[src/rtl/erte_pkg.sv]
package erte_pkg;
  localparam int LEN_FIELD_AT = 20;
  localparam int ID_FIELD_AT = 96;

  typedef enum logic [2:0] {
    ST_OK        = 3'd0,
    ST_NO_SPACE  = 3'd1,
    ST_FAILED    = 3'd3,
    ST_NOT_FOUND = 3'd5
  } xferStatus_e;

  typedef struct packed {
    logic load;       // capture operation inputs
    logic slotLatch;  // capture slot for a store
    logic hdrRun;     // header field fetch
    logic copyRun;    // byte copy
  } xferCtl_t;
endpackage

[src/rtl/erte_datapath.sv]
module erte_datapath import erte_pkg::*; #(
  parameter int REC_BYTES = 256,
  parameter int SLOTS = 4,
  parameter int MIN_LEN = 128,
  localparam int XAW = $clog2(REC_BYTES),
  localparam int SIW = (SLOTS > 1) ? $clog2(SLOTS) : 1
) (
  input  logic            clk,
  input  logic            rstN,
  input  xferCtl_t        ctl,
  input  logic            startWrite,
  input  logic [XAW:0]    recOffset,
  input  logic [SIW-1:0]  slotIdx,
  input  logic [7:0]      xRdData,
  input  logic [7:0]      sRdData,
  output logic [XAW-1:0]  xAddr,
  output logic            xWrEn,
  output logic [7:0]      xWrData,
  output logic [XAW+SIW-1:0] sAddr,
  output logic            sWrEn,
  output logic [7:0]      sWrData,
  output logic [63:0]     recId,
  output logic            offBad,
  output logic            lenBad,
  output logic            idBad,
  output logic            hdrDone,
  output logic            copyLast
);
  localparam logic [XAW:0] OFF_MAX = (XAW+1)'(REC_BYTES - MIN_LEN);

  logic opWrite;
  logic [XAW:0] offQ;
  logic [SIW-1:0] slotQ;
  logic [3:0] hdrCnt, capIdx, idByteIdx, hdrNum;
  logic capValid;
  logic [31:0] lenQ;
  logic [63:0] idQ;
  logic [XAW:0] cnt, copyLen;
  logic wrPend, wrPad;
  logic [XAW-1:0] wrPos, hdrByte, xPos;
  logic [XAW:0] xSum;
  logic [7:0] capByte;

  assign hdrNum = opWrite ? 4'd12 : 4'd4;
  assign idByteIdx = capIdx - 4'd4;
  assign capByte = opWrite ? xRdData : sRdData;

  always_comb begin
    if (hdrCnt < 4'd4) hdrByte = XAW'(LEN_FIELD_AT) + XAW'(hdrCnt);
    else               hdrByte = XAW'(ID_FIELD_AT - 4) + XAW'(hdrCnt);
  end

  always_ff @(posedge clk) begin
    if (!rstN) begin
      opWrite <= 1'b0; offQ <= '0; slotQ <= '0;
      hdrCnt <= '0; capIdx <= '0; capValid <= 1'b0;
      lenQ <= '0; idQ <= '0; cnt <= '0;
      wrPend <= 1'b0; wrPad <= 1'b0; wrPos <= '0;
    end else begin
      if (ctl.load) begin
        opWrite <= startWrite;
        offQ <= recOffset;
        slotQ <= slotIdx;
        hdrCnt <= '0;
        capValid <= 1'b0;
        lenQ <= '0;
        idQ <= '0;
        cnt <= '0;
      end else begin
        if (ctl.slotLatch) slotQ <= slotIdx;
        capValid <= ctl.hdrRun && (hdrCnt < hdrNum);
        capIdx <= hdrCnt;
        if (ctl.hdrRun && (hdrCnt < hdrNum)) hdrCnt <= hdrCnt + 4'd1;
        if (capValid) begin
          if (capIdx < 4'd4) lenQ[{capIdx[1:0], 3'b000} +: 8] <= capByte;
          else               idQ[{idByteIdx[2:0], 3'b000} +: 8] <= capByte;
        end
        if (ctl.copyRun) cnt <= cnt + 1'b1;
      end
      wrPend <= ctl.copyRun;
      wrPos <= cnt[XAW-1:0];
      wrPad <= opWrite && (32'(cnt) >= lenQ);
    end
  end

  assign hdrDone = capValid && (capIdx == hdrNum - 4'd1);
  assign offBad = recOffset > OFF_MAX;
  assign lenBad = (lenQ < 32'(MIN_LEN)) || (lenQ > (32'(REC_BYTES) - 32'(offQ)));
  assign idBad = (idQ == 64'd0) || (&idQ);
  assign recId = idQ;

  assign copyLen = opWrite ? (XAW+1)'(REC_BYTES) : lenQ[XAW:0];
  assign copyLast = ctl.copyRun && (cnt == copyLen - 1'b1);

  // exchange side: reads header/data for a store, is written for a load
  always_comb begin
    if (opWrite) xPos = ctl.copyRun ? cnt[XAW-1:0] : hdrByte;
    else         xPos = wrPos;
  end
  assign xSum = offQ + {1'b0, xPos};
  assign xAddr = xSum[XAW-1:0];
  assign xWrEn = wrPend && !opWrite;
  assign xWrData = sRdData;

  // storage side: {slot, byte}
  always_comb begin
    if (opWrite) sAddr = {slotQ, wrPos};
    else         sAddr = {slotQ, ctl.copyRun ? cnt[XAW-1:0] : hdrByte};
  end
  assign sWrEn = wrPend && opWrite;
  assign sWrData = wrPad ? 8'hFF : xRdData;

  a_r1_store_contiguous: assert property (@(posedge clk) disable iff (!rstN)
    (sWrEn && $past(sWrEn)) |-> (sAddr == $past(sAddr) + (XAW+SIW)'(1)));
  a_r3_load_contiguous: assert property (@(posedge clk) disable iff (!rstN)
    (xWrEn && $past(xWrEn)) |-> (xAddr == $past(xAddr) + XAW'(1)));
  a_r2_one_direction: assert property (@(posedge clk) disable iff (!rstN)
    !(sWrEn && xWrEn));
endmodule

[src/rtl/erte_control.sv]
module erte_control import erte_pkg::*; (
  input  logic        clk,
  input  logic        rstN,
  input  logic        startValid,
  input  logic        startWrite,
  input  logic        slotOk,
  input  logic        offBad,
  input  logic        hdrDone,
  input  logic        lenBad,
  input  logic        idBad,
  input  logic        copyLast,
  output xferCtl_t    ctl,
  output logic        busy,
  output logic        done,
  output logic        idValid,
  output xferStatus_e status
);
  typedef enum logic [2:0] {S_IDLE, S_HDR, S_CHECK, S_COPY, S_DRAIN, S_FIN} state_e;

  state_e state, stateNext;
  xferStatus_e statusQ, statusNext;
  logic writeQ;

  always_comb begin
    stateNext = state;
    statusNext = statusQ;
    ctl = '0;
    case (state)
      S_IDLE: begin
        ctl.load = startValid;
        if (startValid) begin
          if (offBad) begin
            stateNext = S_FIN; statusNext = ST_FAILED;
          end else if (!startWrite && !slotOk) begin
            stateNext = S_FIN; statusNext = ST_NOT_FOUND;
          end else begin
            stateNext = S_HDR;
          end
        end
      end
      S_HDR: begin
        ctl.hdrRun = 1'b1;
        if (hdrDone) stateNext = S_CHECK;
      end
      S_CHECK: begin
        ctl.slotLatch = writeQ;
        if (lenBad || (writeQ && idBad)) begin
          stateNext = S_FIN; statusNext = ST_FAILED;
        end else if (writeQ && !slotOk) begin
          stateNext = S_FIN; statusNext = ST_NO_SPACE;
        end else begin
          stateNext = S_COPY;
        end
      end
      S_COPY: begin
        ctl.copyRun = 1'b1;
        if (copyLast) stateNext = S_DRAIN;
      end
      S_DRAIN: begin
        stateNext = S_FIN; statusNext = ST_OK;
      end
      default: stateNext = S_IDLE;
    endcase
  end

  always_ff @(posedge clk) begin
    if (!rstN) begin
      state <= S_IDLE;
      statusQ <= ST_OK;
      writeQ <= 1'b0;
    end else begin
      state <= stateNext;
      statusQ <= statusNext;
      if (ctl.load) writeQ <= startWrite;
    end
  end

  assign busy = (state != S_IDLE);
  assign done = (state == S_FIN);
  assign idValid = (state == S_CHECK) && writeQ;
  assign status = statusQ;

  a_r11_done_single: assert property (@(posedge clk) disable iff (!rstN)
    done |=> !done);
  a_r11_start_accepted: assert property (@(posedge clk) disable iff (!rstN)
    (!busy && startValid) |=> busy);
  a_r10_fail_skips_copy: assert property (@(posedge clk) disable iff (!rstN)
    (done && statusQ != ST_OK) |-> $past(state) != S_DRAIN);
endmodule

[src/rtl/erte_top.sv]
module erte_top import erte_pkg::*; #(
  parameter int REC_BYTES = 256,
  parameter int SLOTS = 4,
  parameter int MIN_LEN = 128,
  localparam int XAW = $clog2(REC_BYTES),
  localparam int SIW = (SLOTS > 1) ? $clog2(SLOTS) : 1
) (
  input  logic               clk,
  input  logic               rstN,
  input  logic               startValid,
  input  logic               startWrite,
  input  logic [XAW:0]       recOffset,
  input  logic [SIW-1:0]     slotIdx,
  input  logic               slotOk,
  output logic [63:0]        recId,
  output logic               idValid,
  output logic [XAW-1:0]     xAddr,
  input  logic [7:0]         xRdData,
  output logic               xWrEn,
  output logic [7:0]         xWrData,
  output logic [XAW+SIW-1:0] sAddr,
  input  logic [7:0]         sRdData,
  output logic               sWrEn,
  output logic [7:0]         sWrData,
  output logic               busy,
  output logic               done,
  output logic [2:0]         status
);
  xferCtl_t ctl;
  xferStatus_e statusE;
  logic offBad, lenBad, idBad, hdrDone, copyLast;

  erte_control u_control (
    .clk, .rstN, .startValid, .startWrite, .slotOk,
    .offBad, .hdrDone, .lenBad, .idBad, .copyLast,
    .ctl, .busy, .done, .idValid, .status(statusE)
  );

  erte_datapath #(.REC_BYTES(REC_BYTES), .SLOTS(SLOTS), .MIN_LEN(MIN_LEN)) u_datapath (
    .clk, .rstN, .ctl, .startWrite, .recOffset, .slotIdx,
    .xRdData, .sRdData, .xAddr, .xWrEn, .xWrData,
    .sAddr, .sWrEn, .sWrData, .recId,
    .offBad, .lenBad, .idBad, .hdrDone, .copyLast
  );

  assign status = statusE;

  a_r11_done_after_last_write: assert property (@(posedge clk) disable iff (!rstN)
    $fell(sWrEn || xWrEn) |-> done);
  a_r11_quiet_when_idle: assert property (@(posedge clk) disable iff (!rstN)
    !busy |-> !(sWrEn || xWrEn));
endmodule

[config.mk]
export PLATFORM = sky130hd
export DESIGN_NAME = erte_top
export DESIGN_NICKNAME = d
export VERILOG_FILES = /design/src/rtl/erte_pkg.sv /design/src/rtl/erte_datapath.sv /design/src/rtl/erte_control.sv /design/src/rtl/erte_top.sv
export SDC_FILE = /design/constraint.sdc
export NUM_CORES = 1
export LEC_CHECK = 0
export BUFFER_PORTS_ARGS = -buffer_cell sky130_fd_sc_hd__buf_2
export CAP_MARGIN = 20
export CORE_MARGIN = 5
export CORE_UTILIZATION = 57
export DETAILED_ROUTE_END_ITERATION = 10
export GPL_TIMING_DRIVEN = 0
export PLACE_DENSITY = 0.88
export SKIP_CTS_REPAIR_TIMING = 1
export SLEW_MARGIN = 0
export SYNTH_ARGS = -nofsm -noshare
export SYNTH_HDL_FRONTEND = slang
export SYNTH_SLANG_ARGS = --single-unit
[constraint.sdc]
create_clock -name clk -period 5.3 [get_ports clk]
set_input_delay 0.265 -clock clk [delete_from_list [all_inputs] [get_ports clk]]
set_output_delay 0.265 -clock clk [all_outputs]
set_load 0.005 [all_outputs]
==> metrics.md <==
| Metric | Value |
|---|---|
| Outcome | complete, no violations |
| Final Skew | 7.518 ps |
| Sequential share of the synthesized area | 36.50% |
| Slowest cell on the critical path | clkbuf_1 |
| Slew Limit Headroom | 23.48% |
| DRC | 0 |
| Area contributors post-synth | dfxtp_1 (36%), ha_1 (9.5%), nor2_1 (6.2%), a211oi_1 (5.8%), nand2_1 (4.4%) |
| Tot Pwr | 2.742 mW |
| Reg2reg start | u_datapath.offQ[2] |
| CTS clock-pin slew for the worst setup and hold paths | 60 ps |
| EDFF count, synth | 0 |
| Async set-reset flop share out of synthesis | 0% |
| WS Path Type | reg -> out |
| PD cells | 292.8 nW/µm² |
| Initial core utilization | 58.58% |
| Post-layout min period | 4679 ps |
| Leading cell types in the layout, fill and taps excluded | buf_2 (143), dfxtp_1 (142), nor2_1 (128) |
| Slew Limit Fails | 0 |
| Net Count, Synth | 1029 |
| Rows | 42 |
| FF-to-FF setup slack | 870 ps |
| Top-area cell type share of the netlist area | 36.50% |
| Largest net degree at the start of global routing | 17 |
| DIE AREA | 16100 µm² |
| CP peak stage delay | 580 ps |
| WL per Instance | 17.95 µm |
| Critical Path AT | 4410 ps |
| Htree depth | 4 |
| Vias/cell | 6.152 |
| ANT nets after route | 0 |
| Family with the most delay on the worst path | buffers and inverters |
| Critical path startpoint category | flip-flop |
| Worst Hold Endpoint | u_datapath.offQ[1] |
| Area delta synth->final | 20.24% |
| CTS tree | done |
| Max_cap viols | 0 |
| Worst-path maximum fanout | 10 |
| Warnings from Yosys | 0 |
| Die width | 126.9 µm |
| Period utilisation layout | 88.28% |
| Maximum vdd drop | 198.4 µV |
| Worst setup EP type | output port |
| Ys flop type | dfxtp_1 |
| Placed wire-length estimate | 16660 µm |
| CP Cell Sequence | buf_1 > clkbuf_1 > clkbuf_1 > clkbuf_1 > a21oi_1 > ha_1 > fa_1 > a21o_1 > a21oi_1 > o21bai_1 > a21oi_1 > xnor2_1 > buf_2 |
| GRT overflow | 0 |
| Average size of a mapped cell | 8.312 µm² |
| CTS buffer count | 17 |
| FMAX | 0.2137 GHz |
| Number of vias in the routed layout | 7905 |
| RSZ-0062 raised after global routing | no |
| Buf/Inv on CP | 5 |
| Antenna cells | 0 |
| CTS Root Cell | clkbuf_16 |
| Number of detailed-route iterations in the first pass | 5 |
| Commonest non-fill, non-tap cell in the layout | buf_2 |
| Finished layout cell area | 9365 µm² |
| Hold Crit Class | in -> reg |
| Mapped Cells | 937 |
| CP required | 5040 ps |
| Synth area leader | dfxtp_1 |
| Gr usage total | 28.10% |
| Synthesized flop and latch total | 142 |
| Post-Route WL | 23070 µm |
| Initial antenna violation count | 0 |
| CTS Sinks | 142 |
| Placer Congestion | 0.8925 |
| First-pass GRT wire length | 36760 µm |
| Post-layout util | 70.44% |
| Worst-margin pin slew | 1116 ps |
| Clock tree buffer depth | 2 |
| Initial DRC Count | 733 |
| R2r endpoint | u_control.status[1] |
| Reg2Reg Depth | 14 |
| Vias in the first global route | 7356 |
| Synth Cell Area | 7789 µm² |
| Number of port buffers | 137 |
| # setup viols final | 0 |
| WHS Path Cells | 3 |
| IO Count | 138 |
| P_leak | 3.824 nW |
| Layout cells sized above 1 | 19.12% |
| HP Start | recOffset[1] |
| # nets final | 1188 |
| Clock Latency Late Sink | 430 ps |
| Post-synthesis cell type count | 54 |
| Core area | 13300 µm² |
| Number of fill cells | 959 |
| Hold Violations, Final | 0 |
| Placed Area | 8717 µm² |
| Die Y | 126.9 µm |
==> final cells by class <==
| cell class | instances | area, µm² | share of cell area [%] |
|---|---|---|---|
| Multi-Input combinational cell | 716 | 4621 | 49.34 |
| Sequential cell | 142 | 2843 | 30.35 |
| Timing Repair Buffer | 140 | 705.7 | 7.535 |
| Clock buffer | 18 | 429.2 | 4.583 |
| Buffer | 56 | 246.5 | 2.632 |
| Tap cell | 176 | 220.2 | 2.351 |
| Clock inverter | 14 | 214.0 | 2.285 |
| Inverter | 23 | 86.33 | 0.9218 |
==> Yosys cell counts (2+ instances only) <==
cell,instances
a2111oi_0,2
a211oi_1,60
a21boi_0,14
a21o_1,5
a21oi_1,55
a22oi_1,25
a31oi_1,3
and2_1,12
and3_1,6
buf_1,4
buf_2,5
buf_4,8
clkbuf_1,39
dfxtp_1,142
ha_1,59
inv_1,21
inv_2,2
mux2_2,8
mux2i_1,19
nand2_1,91
nand2b_1,6
nand3_1,15
nand4_1,36
nor2_1,128
nor2b_1,9
nor3_1,13
nor3b_1,4
nor4_1,35
nor4_2,4
o211ai_1,2
o21a_1,2
o21ai_0,24
o21ai_1,4
o21bai_1,3
o221a_1,2
o31a_1,2
o41ai_1,2
or2_2,11
or3_1,6
or4_1,4
xnor2_1,17
xor2_1,16
==> logic make-up (layout without fill, tap and decap cells) <==
family          after synthesis  in the layout  synth area share [%]
buf+inv                      79            251                 4.273
fa+ha+maj                    60             60                 9.735
compound gates              212            212                 18.17
flops                       142            142                 36.50
xor+xnor                     33             33                 3.711
simple gates                384            384                 24.02
mux                          27             27                 3.598
==> metrics by stage <==
step / cells / hold slack, ps / setup WS, ps / setup TNS, ps
5_1_grt: 1285 / 100.5 / 356.3 / 0
3_3_place_gp: 1250 / 447.8 / -994.6 / -4579
6_report: 1285 / 90.70 / 621.3 / 0
2_1_floorplan: 937 / 403.7 / 415.0 / 0
3_5_place_dp: 1252 / 465.9 / 1150 / 0
4_1_cts: 1284 / 83.49 / 702.6 / 0
==> registers in the layout, summed over array words and instances, names as in the netlist, 3 cells and up <==
register and count:
u_control.status 3, u_datapath.offQ 9, u_datapath.cnt 9, u_datapath.hdrCnt 4, u_control.state 3, u_datapath.recId 64
u_datapath.wrPos 8, u_datapath.lenQ 32, u_datapath.capIdx 4
==> worst register-to-register path, delay by kind of cell, from the launching register on <==
family,cells,cell delay (ps)
and+or+nand+nor,7,2230
AOI/OAI and AO/OA,4,990
buffers and inverters,2,500
DFF,1,410
adders and majority gates,1,190
==> worst max-delay path by stage <==
stage	cells after the start	from	endpoint
global route	13	u_control.writeQ	xAddr[6]
finish	13	u_control.writeQ	xAddr[6]
detailed placement	14	u_datapath.offQ[2]	u_control.status[1]
CTS	13	u_control.writeQ	xAddr[6]
floorplan	12	u_datapath.offQ[2]	u_control.status[1]
global placement	12	u_datapath.offQ[2]	u_control.status[1]
==> where the power goes <==
| part | internal, mW | total (mW) | switching (mW) |
|---|---|---|---|
| Combinational | 0.126 | 0.334 | 0.208 |
| Clock | 0.836 | 1.31 | 0.472 |
| Sequential | 1.08 | 1.10 | 0.0202 |
| Total | 2.04 | 2.74 | 0.700 |
==> per-layer routing <==
layer  global-route usage [%]  share of wire [%]
met1                    34.20                 39
met2                    47.73                 48
met3                    6.053                8.8
met4                    12.49                3.5
met5                        0                  0
(Power assumes the default switching activity.)
